## src/rtl/tw_pkg.sv

```systemverilog
package tw_pkg;
  // Fixed device-type nibble in the device-select byte
  localparam logic [3:0] DEV_CODE = 4'b1010;

  typedef enum logic [2:0] {
    ST_IDLE,
    ST_DEVSEL,
    ST_WADDR,
    ST_WDATA,
    ST_RDATA
  } tw_state_t;
endpackage

```

## src/rtl/tw_bus_sampler.sv

```systemverilog
module tw_bus_sampler #(
  parameter int SYNC_STAGES = 2
) (
  input  logic clk,
  input  logic rst_n,
  input  logic scl_in,
  input  logic sda_in,
  output logic scl_s,
  output logic sda_s,
  output logic start_evt,
  output logic stop_evt,
  output logic scl_rise,
  output logic scl_fall
);
  localparam int LAST = SYNC_STAGES - 1;

  // bit 1 = SCL, bit 0 = SDA
  logic [1:0] stg [SYNC_STAGES];
  logic       scl_p, sda_p;

  genvar k;
  generate
    for (k = 0; k < SYNC_STAGES; k++) begin : g_sync
      if (k == 0) begin : g_first
        always_ff @(posedge clk or negedge rst_n) begin
          if (!rst_n) stg[k] <= 2'b11;
          else        stg[k] <= {scl_in, sda_in};
        end
      end else begin : g_next
        always_ff @(posedge clk or negedge rst_n) begin
          if (!rst_n) stg[k] <= 2'b11;
          else        stg[k] <= stg[k-1];
        end
      end
    end
  endgenerate

  assign scl_s = stg[LAST][1];
  assign sda_s = stg[LAST][0];

  always_ff @(posedge clk or negedge rst_n) begin
    if (!rst_n) begin
      scl_p <= 1'b1;
      sda_p <= 1'b1;
    end else begin
      scl_p <= scl_s;
      sda_p <= sda_s;
    end
  end

  assign scl_rise  = scl_s & ~scl_p;
  assign scl_fall  = ~scl_s & scl_p;
  assign start_evt = scl_s & scl_p & sda_p & ~sda_s;
  assign stop_evt  = scl_s & scl_p & ~sda_p & sda_s;
endmodule

```

## src/rtl/tw_prog_timer.sv

```systemverilog
module tw_prog_timer #(
  parameter int PROG_CYCLES = 2000
) (
  input  logic clk,
  input  logic rst_n,
  input  logic start,
  output logic busy,
  output logic done
);
  localparam int CW = $clog2(PROG_CYCLES + 1);
  localparam logic [CW-1:0] LOAD = CW'(PROG_CYCLES);

  logic [CW-1:0] remain;

  always_ff @(posedge clk or negedge rst_n) begin
    if (!rst_n)                  remain <= '0;
    else if (start && !busy)     remain <= LOAD;
    else if (remain != '0)       remain <= remain - 1'b1;
  end

  assign busy = (remain != '0);
  assign done = (remain == CW'(1));


  timer_bound_chk: assert property (@(posedge clk) disable iff (!rst_n)
    remain <= LOAD);
endmodule

```

## src/rtl/tw_mem.sv

```systemverilog
module tw_mem #(
  parameter int DEPTH  = 256,
  parameter int ADDR_W = $clog2(DEPTH)
) (
  input  logic              clk,
  input  logic              rst_n,
  input  logic              we,
  input  logic [ADDR_W-1:0] waddr,
  input  logic [7:0]        wdata,
  input  logic [ADDR_W-1:0] raddr,
  output logic [7:0]        rdata
);
  logic [7:0] cells [DEPTH];

  always_ff @(posedge clk or negedge rst_n) begin
    if (!rst_n) begin
      for (int i = 0; i < DEPTH; i++) cells[i] <= 8'h00;
    end else if (we) begin
      cells[waddr] <= wdata;
    end
  end

  assign rdata = cells[raddr];
endmodule

```

## src/rtl/twi_eeprom_slave.sv

```systemverilog
module twi_eeprom_slave
  import tw_pkg::*;
#(
  parameter int MEM_BYTES   = 256,
  parameter int PROG_CYCLES = 2000,
  parameter int SYNC_STAGES = 2
) (
  input  logic       clk,
  input  logic       rst_n,
  input  logic       scl_in,
  input  logic       sda_in,
  input  logic [2:0] chip_addr,
  output logic       sda_drive_low
);
  localparam int ADDR_W = $clog2(MEM_BYTES);
  localparam bit WIDE   = (ADDR_W > 8);

  // ---- arithmetic helpers ----
  function automatic logic dev_match(input logic [7:0] b, input logic [2:0] pins);
    logic ok;
    ok = (b[7:4] == DEV_CODE) && (b[3:2] == pins[2:1]);
    if (!WIDE) ok = ok && (b[1] == pins[0]);
    return ok;
  endfunction

  function automatic logic [ADDR_W-1:0] addr_next(input logic [ADDR_W-1:0] a);
    return a + 1'b1;
  endfunction

  function automatic logic [ADDR_W-1:0] load_word(input logic [ADDR_W-1:0] cur,
                                                  input logic [7:0] b);
    logic [ADDR_W-1:0] r;
    r = cur;
    for (int i = 0; i < ADDR_W && i < 8; i++) r[i] = b[i];
    return r;
  endfunction

  function automatic logic [ADDR_W-1:0] load_block(input logic [ADDR_W-1:0] cur,
                                                   input logic [7:0] b);
    logic [ADDR_W-1:0] r;
    r = cur;
    if (WIDE) r[ADDR_W-1] = b[1];
    return r;
  endfunction

  // ---- named internal events ----
  logic scl_s, sda_s, start_evt, stop_evt, scl_rise, scl_fall;
  logic busy, prog_done, prog_start;
  logic [7:0] mem_rd;

  tw_state_t         state;
  logic [7:0]        rx_sh, tx_sh;
  logic [3:0]        bit_cnt;
  logic              ack_phase, rd_dir, m_ack_low;
  logic [ADDR_W-1:0] addr;
  logic              pend_valid;
  logic [ADDR_W-1:0] pend_addr;
  logic [7:0]        pend_data;

  tw_bus_sampler #(.SYNC_STAGES(SYNC_STAGES)) u_sampler (
    .clk(clk), .rst_n(rst_n), .scl_in(scl_in), .sda_in(sda_in),
    .scl_s(scl_s), .sda_s(sda_s), .start_evt(start_evt), .stop_evt(stop_evt),
    .scl_rise(scl_rise), .scl_fall(scl_fall)
  );

  tw_prog_timer #(.PROG_CYCLES(PROG_CYCLES)) u_timer (
    .clk(clk), .rst_n(rst_n), .start(prog_start), .busy(busy), .done(prog_done)
  );

  tw_mem #(.DEPTH(MEM_BYTES), .ADDR_W(ADDR_W)) u_mem (
    .clk(clk), .rst_n(rst_n), .we(prog_done), .waddr(pend_addr), .wdata(pend_data),
    .raddr(addr), .rdata(mem_rd)
  );

  wire is_tx        = (state == ST_RDATA);
  wire active       = (state != ST_IDLE);
  wire bit_sample   = active && scl_rise && !ack_phase && (bit_cnt < 4'd8);
  wire tx_shift     = active && is_tx && scl_fall && !ack_phase &&
                      (bit_cnt != 4'd0) && (bit_cnt != 4'd8);
  wire byte_done    = active && scl_fall && !ack_phase && (bit_cnt == 4'd8);
  wire slot_end     = active && scl_fall && ack_phase;
  wire sel_ok       = dev_match(rx_sh, chip_addr) && !busy;

  assign prog_start = stop_evt && pend_valid && !busy;

  always_ff @(posedge clk or negedge rst_n) begin
    if (!rst_n) begin
      state         <= ST_IDLE;
      rx_sh         <= '0;
      tx_sh         <= '0;
      bit_cnt       <= '0;
      ack_phase     <= 1'b0;
      rd_dir        <= 1'b0;
      m_ack_low     <= 1'b0;
      addr          <= '0;
      pend_valid    <= 1'b0;
      pend_addr     <= '0;
      pend_data     <= '0;
      sda_drive_low <= 1'b0;
    end else if (start_evt) begin
      state         <= ST_DEVSEL;
      bit_cnt       <= '0;
      ack_phase     <= 1'b0;
      pend_valid    <= 1'b0;
      sda_drive_low <= 1'b0;
    end else if (stop_evt) begin
      state         <= ST_IDLE;
      bit_cnt       <= '0;
      ack_phase     <= 1'b0;
      sda_drive_low <= 1'b0;
      if (prog_start) pend_valid <= 1'b0;
    end else begin
      if (bit_sample) begin
        rx_sh   <= {rx_sh[6:0], sda_s};
        bit_cnt <= bit_cnt + 1'b1;
      end
      if (active && scl_rise && ack_phase) m_ack_low <= !sda_s;
      if (tx_shift) begin
        tx_sh         <= {tx_sh[6:0], 1'b0};
        sda_drive_low <= !tx_sh[6];
      end
      if (byte_done) begin
        ack_phase <= 1'b1;
        unique case (state)
          ST_DEVSEL: begin
            if (sel_ok) begin
              sda_drive_low <= 1'b1;
              rd_dir        <= rx_sh[0];
              addr          <= load_block(addr, rx_sh);
            end else begin
              state     <= ST_IDLE;
              ack_phase <= 1'b0;
            end
          end
          ST_WADDR: begin
            sda_drive_low <= 1'b1;
            addr          <= load_word(addr, rx_sh);
          end
          ST_WDATA: begin
            sda_drive_low <= 1'b1;
            pend_valid    <= 1'b1;
            pend_addr     <= addr;
            pend_data     <= rx_sh;
            addr          <= addr_next(addr);
          end
          ST_RDATA: begin
            sda_drive_low <= 1'b0;
            addr          <= addr_next(addr);
          end
          default: ;
        endcase
      end
      if (slot_end) begin
        ack_phase     <= 1'b0;
        bit_cnt       <= '0;
        sda_drive_low <= 1'b0;
        unique case (state)
          ST_DEVSEL: begin
            if (rd_dir) begin
              state         <= ST_RDATA;
              tx_sh         <= mem_rd;
              sda_drive_low <= !mem_rd[7];
            end else begin
              state <= ST_WADDR;
            end
          end
          ST_WADDR: state <= ST_WDATA;
          ST_WDATA: state <= ST_WDATA;
          ST_RDATA: begin
            if (m_ack_low) begin
              tx_sh         <= mem_rd;
              sda_drive_low <= !mem_rd[7];
            end else begin
              state <= ST_IDLE;
            end
          end
          default: ;
        endcase
      end
    end
  end


  start_restart_chk: assert property (@(posedge clk) disable iff (!rst_n)
    start_evt |=> (state == ST_DEVSEL && bit_cnt == 4'd0 && !sda_drive_low));


  ack_slot_only_chk: assert property (@(posedge clk) disable iff (!rst_n)
    (sda_drive_low && !is_tx) |-> ack_phase);


  prog_launch_chk: assert property (@(posedge clk) disable iff (!rst_n)
    (stop_evt && pend_valid) |=> busy);


  busy_silent_chk: assert property (@(posedge clk) disable iff (!rst_n)
    busy |-> !sda_drive_low);


  drive_on_low_chk: assert property (@(posedge clk) disable iff (!rst_n)
    !$stable(sda_drive_low) |-> !scl_s);


  idle_released_chk: assert property (@(posedge clk) disable iff (!rst_n)
    (state == ST_IDLE) |-> !sda_drive_low);
endmodule

```

## config.mk

```make
export PLATFORM = sky130hd
export DESIGN_NAME = twi_eeprom_slave
export DESIGN_NICKNAME = d
export VERILOG_FILES = /design/src/rtl/tw_pkg.sv /design/src/rtl/tw_bus_sampler.sv /design/src/rtl/tw_prog_timer.sv /design/src/rtl/tw_mem.sv /design/src/rtl/twi_eeprom_slave.sv
export SDC_FILE = /design/constraint.sdc
export NUM_CORES = 2
export LEC_CHECK = 0
export BUFFER_PORTS_ARGS = -buffer_cell sky130_fd_sc_hd__clkbuf_2
export CAP_MARGIN = 20
export CORE_ASPECT_RATIO = 1.75
export CORE_MARGIN = 5
export CORE_UTILIZATION = 43
export DETAILED_ROUTE_END_ITERATION = 6
export PLACE_DENSITY_LB_ADDON = 0.12
export SLEW_MARGIN = 10
export SYNTH_ARGS = -nofsm -noshare
export SYNTH_HDL_FRONTEND = slang
export SYNTH_SLANG_ARGS = --single-unit
```

## constraint.sdc

```tcl
create_clock -name clk -period 6.73 [get_ports clk]
set_input_delay 1.346 -clock clk [delete_from_list [all_inputs] [get_ports clk]]
set_output_delay 1.346 -clock clk [all_outputs]
set_load 0.005 [all_outputs]
```

# [Yosys cells after proc, flatten, opt, wreduce, memory -nomap -nowiden]
# Index checks and enable logic that the tools add are counted.
[word_totals] regBits=2117 inputBits=7 output_inout_bits=1 wordCells=397
[classes] n_addsub=3 order_cmp=4 n_eq_ne=11 n_mux=48 bitwise_logic=15 n_reduce_logical=43
[op_table] op="$bwmux W2048" n=1
[op_table] op="$bmux W8 S8" n=1
[op_table] op="$demux W8 S8" n=1
[op_table] op="$mux W8" n=7
[op_table] op="$pmux W8 S2" n=2
[op_table] op="$mux W3" n=8
[op_table] op="$mux W11" n=2
[op_table] op="$logic_and A1 B1 Y1" n=20
[op_table] op="$mux W1" n=19
[op_table] op="$ge A9 B9 Y1 const B" n=2
[op_table] op="$not A8 Y9" n=2
[op_table] op="$mux W4" n=4
[op_table] op="$reduce_bool A4 Y1" n=3
[op_table] op="$eq A11 B1 Y1 const B" n=1
[op_table] op="$reduce_bool A11 Y1" n=1
[op_table] op="$sub A11 B1 Y11 const B" n=1
[op_table] op="$lt A9 B1 Y1 const B" n=1
[op_table] op="$pmux W3 S3" n=1
[op_table] op="$reduce_and A3 Y1" n=3
[op_table] op="$reduce_bool A3 Y1" n=3
[op_table] op="$add A8 B1 Y8 const B" n=1
[op_table] op="$eq A4 B4 Y1 const B" n=2
[op_table] op="$reduce_and A4 Y1" n=2
[op_table] op="$and A1 B1 Y1" n=7
[op_table] op="17 further kinds" n=29

# [Logic depth before layout (Yosys ltp)]
[depth] word_depth=13 depth_mapped=13 ltp_nobuf=8

# [Modules after synthesis]
# From an unflattened synthesis, not the netlist that was laid out.
[hier_totals] hier_cells=6360 area_unflattened_um2=96669.0
[modules_own_cells] mod="tw_mem" n_inst=1 cells_per_inst=6068 area_per_inst_um2=93414.6 seq_area_each_um2=51249.2
[modules_own_cells] mod="twi_eeprom_slave" n_inst=1 cells_per_inst=224 area_per_inst_um2=2466.1 seq_area_each_um2=1276.2
[modules_own_cells] mod="tw_prog_timer" n_inst=1 cells_per_inst=58 area_per_inst_um2=598.1 seq_area_each_um2=275.3
[modules_own_cells] mod="tw_bus_sampler" n_inst=1 cells_per_inst=10 area_per_inst_um2=190.2 seq_area_each_um2=157.7

# [Worst setup path after synthesis]
# No wires, ideal clock.
[synth_path] path_kind="input to register" startpoint="input port chip_addr[2]" endpoint="register rd_dir" setup_time_ns=0.125 arrival_time_ns=2.601 t_required_ns=6.605 path_slack_ns=4.005 stages=6 path_buffers=0 cell_sequence="xnor2_1 -> nand4_1 -> nor4b_1 -> nand2_1 -> nor4_1 -> mux2_2"
[synth_between] elab_chain_cells=5
[synth_rtl] item="from (decl)" line_no="twi_eeprom_slave.sv:12" rtl="input logic [2:0] chip_addr,"
[synth_rtl] item="$eq A2 B2 Y1" line_no="twi_eeprom_slave.sv:21" rtl="ok = (b[7:4] == DEV_CODE) && (b[3:2] == pins[2:1]);"
[synth_rtl] item="$logic_and A1 B1 Y1" line_no="twi_eeprom_slave.sv:21"
[synth_rtl] item="$logic_and A1 B1 Y1" line_no="twi_eeprom_slave.sv:22" rtl="if (!WIDE) ok = ok && (b[1] == pins[0]);"
[synth_rtl] item="$logic_and A1 B1 Y1" line_no="twi_eeprom_slave.sv:82" rtl="wire sel_ok = dev_match(rx_sh, chip_addr) && !busy;"
[synth_rtl] item="$reduce_and A5 Y1 (no source line)"
[synth_rtl] item="to (signal assigned)" line_no="twi_eeprom_slave.sv:128" rtl="rd_dir <= rx_sh[0];"
[synth_rtl] item="to (decl)" line_no="twi_eeprom_slave.sv:54" rtl="logic ack_phase, rd_dir, m_ack_low;"
# Every way passes these cells.
# A chain may end at the register's enable or synchronous reset.

# [Final worst setup path]
[layout_path] startpoint="register addr[1]" endpoint="register tx_sh[5]"
[layout_between] elab_chain_cells=7 elab_cells_between_ends=8 cone_classes="mux (7); bitwise (1)"
[layout_rtl] item="from (decl)" line_no="twi_eeprom_slave.sv:55" rtl="logic [ADDR_W-1:0] addr;"
[layout_rtl] item="from (signal assigned)" line_no="twi_eeprom_slave.sv:129" rtl="addr <= load_block(addr, rx_sh);"
[layout_rtl] item="from (signal assigned)" line_no="twi_eeprom_slave.sv:137" rtl="addr <= load_word(addr, rx_sh);"
[layout_rtl] item="from (signal assigned)" line_no="twi_eeprom_slave.sv:144" rtl="addr <= addr_next(addr);"
[layout_rtl] item="$not A8 Y9 (implied by the code) (*)" line_no="tw_mem.sv:23" rtl="assign rdata = cells[raddr];"
[layout_rtl] item="$bmux W8 S8 (*)" line_no="tw_mem.sv:23"
[layout_rtl] item="$mux W8 (implied by the code) (*) (2 in series)" line_no="tw_mem.sv:23"
[layout_rtl] item="$mux W8 (on tied branches)" line_no="twi_eeprom_slave.sv:170, twi_eeprom_slave.sv:159"
[layout_rtl] item="$pmux W8 S2 (*)" line_no="twi_eeprom_slave.sv:157" rtl="unique case (state)"
[layout_rtl] item="$mux W8 (*)" line_no="twi_eeprom_slave.sv:153" rtl="if (slot_end) begin"
[layout_rtl] item="to (signal assigned)" line_no="twi_eeprom_slave.sv:119" rtl="tx_sh <= {tx_sh[6:0], 1'b0};"
[layout_rtl] item="to (signal assigned)" line_no="twi_eeprom_slave.sv:161" rtl="tx_sh <= mem_rd;"
[layout_rtl] item="to (signal assigned)" line_no="twi_eeprom_slave.sv:171" rtl="tx_sh <= mem_rd;"
[layout_rtl] item="to (decl)" line_no="twi_eeprom_slave.sv:52" rtl="logic [7:0] rx_sh, tx_sh;"
# Every way passes the cells marked *; elsewhere a longest branch is shown, timed or not. The select of a mux whose other input is x is not followed.

==> reports/metrics.csv <==
stage,metric,value,unit
clocking,Post-CTS Setup Bufs,0,
setup_path,cell chain of the critical path,buf_4 -> nand3_1 -> o22ai_1 -> a2111oi_0 -> buf_4 -> nor4_1 -> a21oi_1 -> o311ai_1,
final_layout,Final Util,0.4772,
pwr,pwr dens,241.3,nW/um^2
hold_path,hold wc startpoint,u_sampler.stg[2],
clocking,"CTS clk-pin slew, worst paths",0.07,ns
hold_path,Min-Delay Path Class,reg2reg,
yosys,Adder-Cell Fraction of Synth Area,0.0007736,
global_route,initial antenna violation count,4,
detailed_routing,post-detailed-route count of antenna-violating nets,0,
sta,crit path time final,4.667,ns
yosys,"EDFF count, synth",0,
detailed_routing,vias per cell,6.065,
setup_path,R2R Path Start,addr[1],
clocking,post_cts resized,0,
setup_path,cell family with most CP delay,compound AO/OA/AOI/OAI gates,
setup_path,Worst Setup SP,addr[1],
sta,maximum clock rate,214.3,MHz
yosys,Synth Flop Type,dfrtp_1,
final_layout,"Area growth, synth to finish",10.39,%
global_route,met3 Usage GRT,0.03455,
sta,final slew viol count,0,
global_route,gr ovfl total,0,
sta,Final period util,0.6935,
yosys,Post-Synth XOR/XNOR Area,0.0002708,
global_route,first-pass GRT wire length,442.2,mm
detailed_routing,vias after detailed routing,56210,
detailed_routing,Iter 0 DRT Violations,3907,
clocking,CTS Buf Count,207,
sta,Worst-Margin Slew,1.206,ns
yosys,largest family of logic cells by synthesized area,multiplexers,
sta,Setup Viol. Count Final,0,
sta,"Hold Vio Cnt, Final",0,
setup_path,critical path startpoint category,register,
setup_path,r2r endpoint,tx_sh[5],
yosys,"Cell Area, Synth",97040,um^2
sta,Final TNS setup,0,ns
hold_path,hold worst-path end,u_sampler.sda_s,
final_layout,nets,6220,
setup_path,worst path buffer plus inverter count,2,
setup_path,Critical Path Max Stage Delay,0.96,ns
yosys,Netlist cell types,82,
clocking,H-tree depth,4,
floorplan,Die Wd,369.1,um
setup_path,Critical Path Sink Type,register,
floorplan,number of I/O pins,8,
clocking,clock net sink count,2116,
setup_path,Critical Path RT,7.49,ns
yosys,Post-synth ARST share,1.000,
job,total of max-cap violations,0,
detailed_routing,DRC violations left,0,
setup_path,crit path max-delay cell type,dfrtp_4,
sta,fin worst setup slack,2.063,ns
setup_path,worst reg-to-reg setup slack,2.06,ns
final_layout,Filler cells,19420,
sta,RSZ-0062 raised after global routing,no,
placed_design,Buffers on Ports,7,
outcome,outcome,finished clean,
global_route,Top Usage Layer GRT,met2,
clocking,clk_lat worst skew,0.91,ns
setup_path,Worst Path Arrival,5.43,ns
setup_path,kind of critical path,reg2reg,
clocking,clock root buffer,clkbuf_16,
setup_path,CP max FO,35,
global_route,number of global-route vias before repair,59599,
floorplan,Starting Density,0.4323,
final_layout,layout cell share with drive strength beyond 1,0.4961,
floorplan,die height,638.4,um
global_route,GRT Util Overall,0.2555,
sta,Setup Skew,0.05712,ns
clocking,CTS max path bufs,4,
floorplan,die area,235700,um^2
setup_path,most frequent cell on the critical path,buf_4,
pwr,Final Power,25.84,mW
yosys,"Seq/Total Area, Yosys",0.5457,
floorplan,core area,224500,um^2
global_route,met1 Usage GRT,0.3167,
yosys,post-synthesis simple-gate area fraction,0.03012,
placed_design,dpl hpwl,194.6,mm
yosys,flop and latch count out of synthesis,2116,
clocking,Hold Buf Count CTS,0,
global_route,met2 Use GR,0.4496,
sta,Hold Slack,0.3587,ns
detailed_routing,post-DR wirelength/cell,32.52,um
hold_path,hold depth,0,
sta,Rel. slew slack,0.1961,
clocking,CTS tree,built,
yosys,Ys Warns,0,
global_route,largest net degree at the start of global routing,177,
yosys,Avg Inst Size Synth,15.46,um^2
setup_path,R2R cell count,8,
pwr,maximum vdd drop,0.0001832,V
detailed_routing,First-pass DRT Iterations,5,
yosys,mux contribution to synthesized area,0.3738,
placed_design,Final GP Congestion,0.8893,
floorplan,row count,230,
yosys,Syn Inst Count,6278,
yosys,Compound-Gate Fraction of Synth Area,0.02570,
yosys,Post-Syn Nets,6291,
detailed_routing,final wirelength,301.4,mm
setup_path,critical path depth in cells,8,
placed_design,Place WS,2.131,ns
pwr,Leakage,50.10,nW
layout make-up:
type	count	area, um^2	share of cell area
Clock buffer	322	6327	0.05907
Clock inverter	46	471.7	0.004403
Tap cell	2900	3628	0.03387
Antenna cell	2	5.005	0.00004672
Timing Repair Buffer	180	1723	0.01608
Sequential cell	2116	53010	0.4948
Multi-Input combinational cell	3690	41910	0.3912
Inverter	12	50.05	0.0004672
cell usage after synthesis, types with 11 or more instances:
master,number,area share
nor2_1,65,0.0025
nor2b_1,19,0.0012
mux4_2,490,0.11
buf_1,22,0.00085
o211ai_1,13,0.0010
nor3_1,13,0.00067
a21oi_1,71,0.0037
o21ai_0,46,0.0024
nor2_2,44,0.0028
o22ai_1,27,0.0017
a22oi_1,47,0.0036
mux2_2,2032,0.24
nand2_1,296,0.011
nor2_4,31,0.0036
buf_2,61,0.0031
nand3_1,31,0.0016
clkbuf_1,307,0.012
o221ai_1,22,0.0020
mux2_1,45,0.0052
buf_4,27,0.0021
nand2b_1,13,0.00084
dfrtp_1,2110,0.54
inv_1,11,0.00043
a221oi_1,28,0.0025
mux2i_1,169,0.017
buf_6,39,0.0045
a211oi_1,17,0.0013
flip-flops by register name (all words and copies together) (netlist names):
| register | flops |
|---|---|
| pend_addr | 8 |
| rx_sh | 8 |
| tx_sh | 7 |
| u_mem.cells | 2048 |
| u_sampler.scl_p | 1 |
| u_timer.remain | 11 |
| u_sampler.sda_s | 1 |
| state | 3 |
| u_sampler.sda_p | 1 |
| m_ack_low | 1 |
| u_sampler.stg | 2 |
| pend_data | 8 |
| pend_valid | 1 |
| sda_drive_low | 1 |
| addr | 8 |
| bit_cnt | 4 |
| ack_phase | 1 |
| rd_dir | 1 |
| u_sampler.scl_s | 1 |
routing by layer:
layer	up-vias	wire [um]
met5	-	9
met4	2	15010
met3	572	12280
met2	1295	155500
met1	31039	118600
li1	23302	-
kinds of logic after synthesis:
logic type                 Yosys count
adders and majority gates            6
and+or+nand+nor                    582
muxes                             2742
buffers and inverters              472
xor gates and xnor gates             3
DFF                               2116
AOI/OAI and AO/OA                  357
cells in the final DEF, fill, tap and decap left out, types with 58 or more instances in the layout:
cell type	netlist	final
nor2_1	65	58
mux2i_1	169	169
clkbuf_8	0	63
dfrtp_1	2110	2096
mux2_2	2032	2032
clkbuf_16	0	211
a21oi_1	71	71
buf_4	27	141
mux4_2	490	490
nand2_1	296	296
worst max path at each step:
stage                     to  slack, ns
finish              tx_sh[5]       2.06
global route        tx_sh[1]       1.99
CTS                 tx_sh[5]       2.10
detailed placement  tx_sh[5]       2.13
global placement    tx_sh[6]       2.10
floorplan             rd_dir       4.00
report_power, final:
| part | switching [mW] | leakage, nW | total [mW] | internal [mW] |
|---|---|---|---|---|
| clock network | 5.14 | 3.37 | 11.9 | 6.74 |
| registers | 0.136 | 29.5 | 12.9 | 12.8 |
| logic | 0.758 | 17.2 | 1.04 | 0.283 |
metrics by stage:
| stage | cells | area (um^2) |
|---|---|---|
| 2_1_floorplan | 6278 | 97040 |
| 3_3_place_gp | 8892 | 100300 |
| 3_5_place_dp | 8895 | 100300 |
| 4_1_cts | 9263 | 107100 |
| 5_1_grt | 9267 | 107100 |
| 6_report | 9268 | 107100 |
Note: power is estimated with default switching activity, not from simulation.
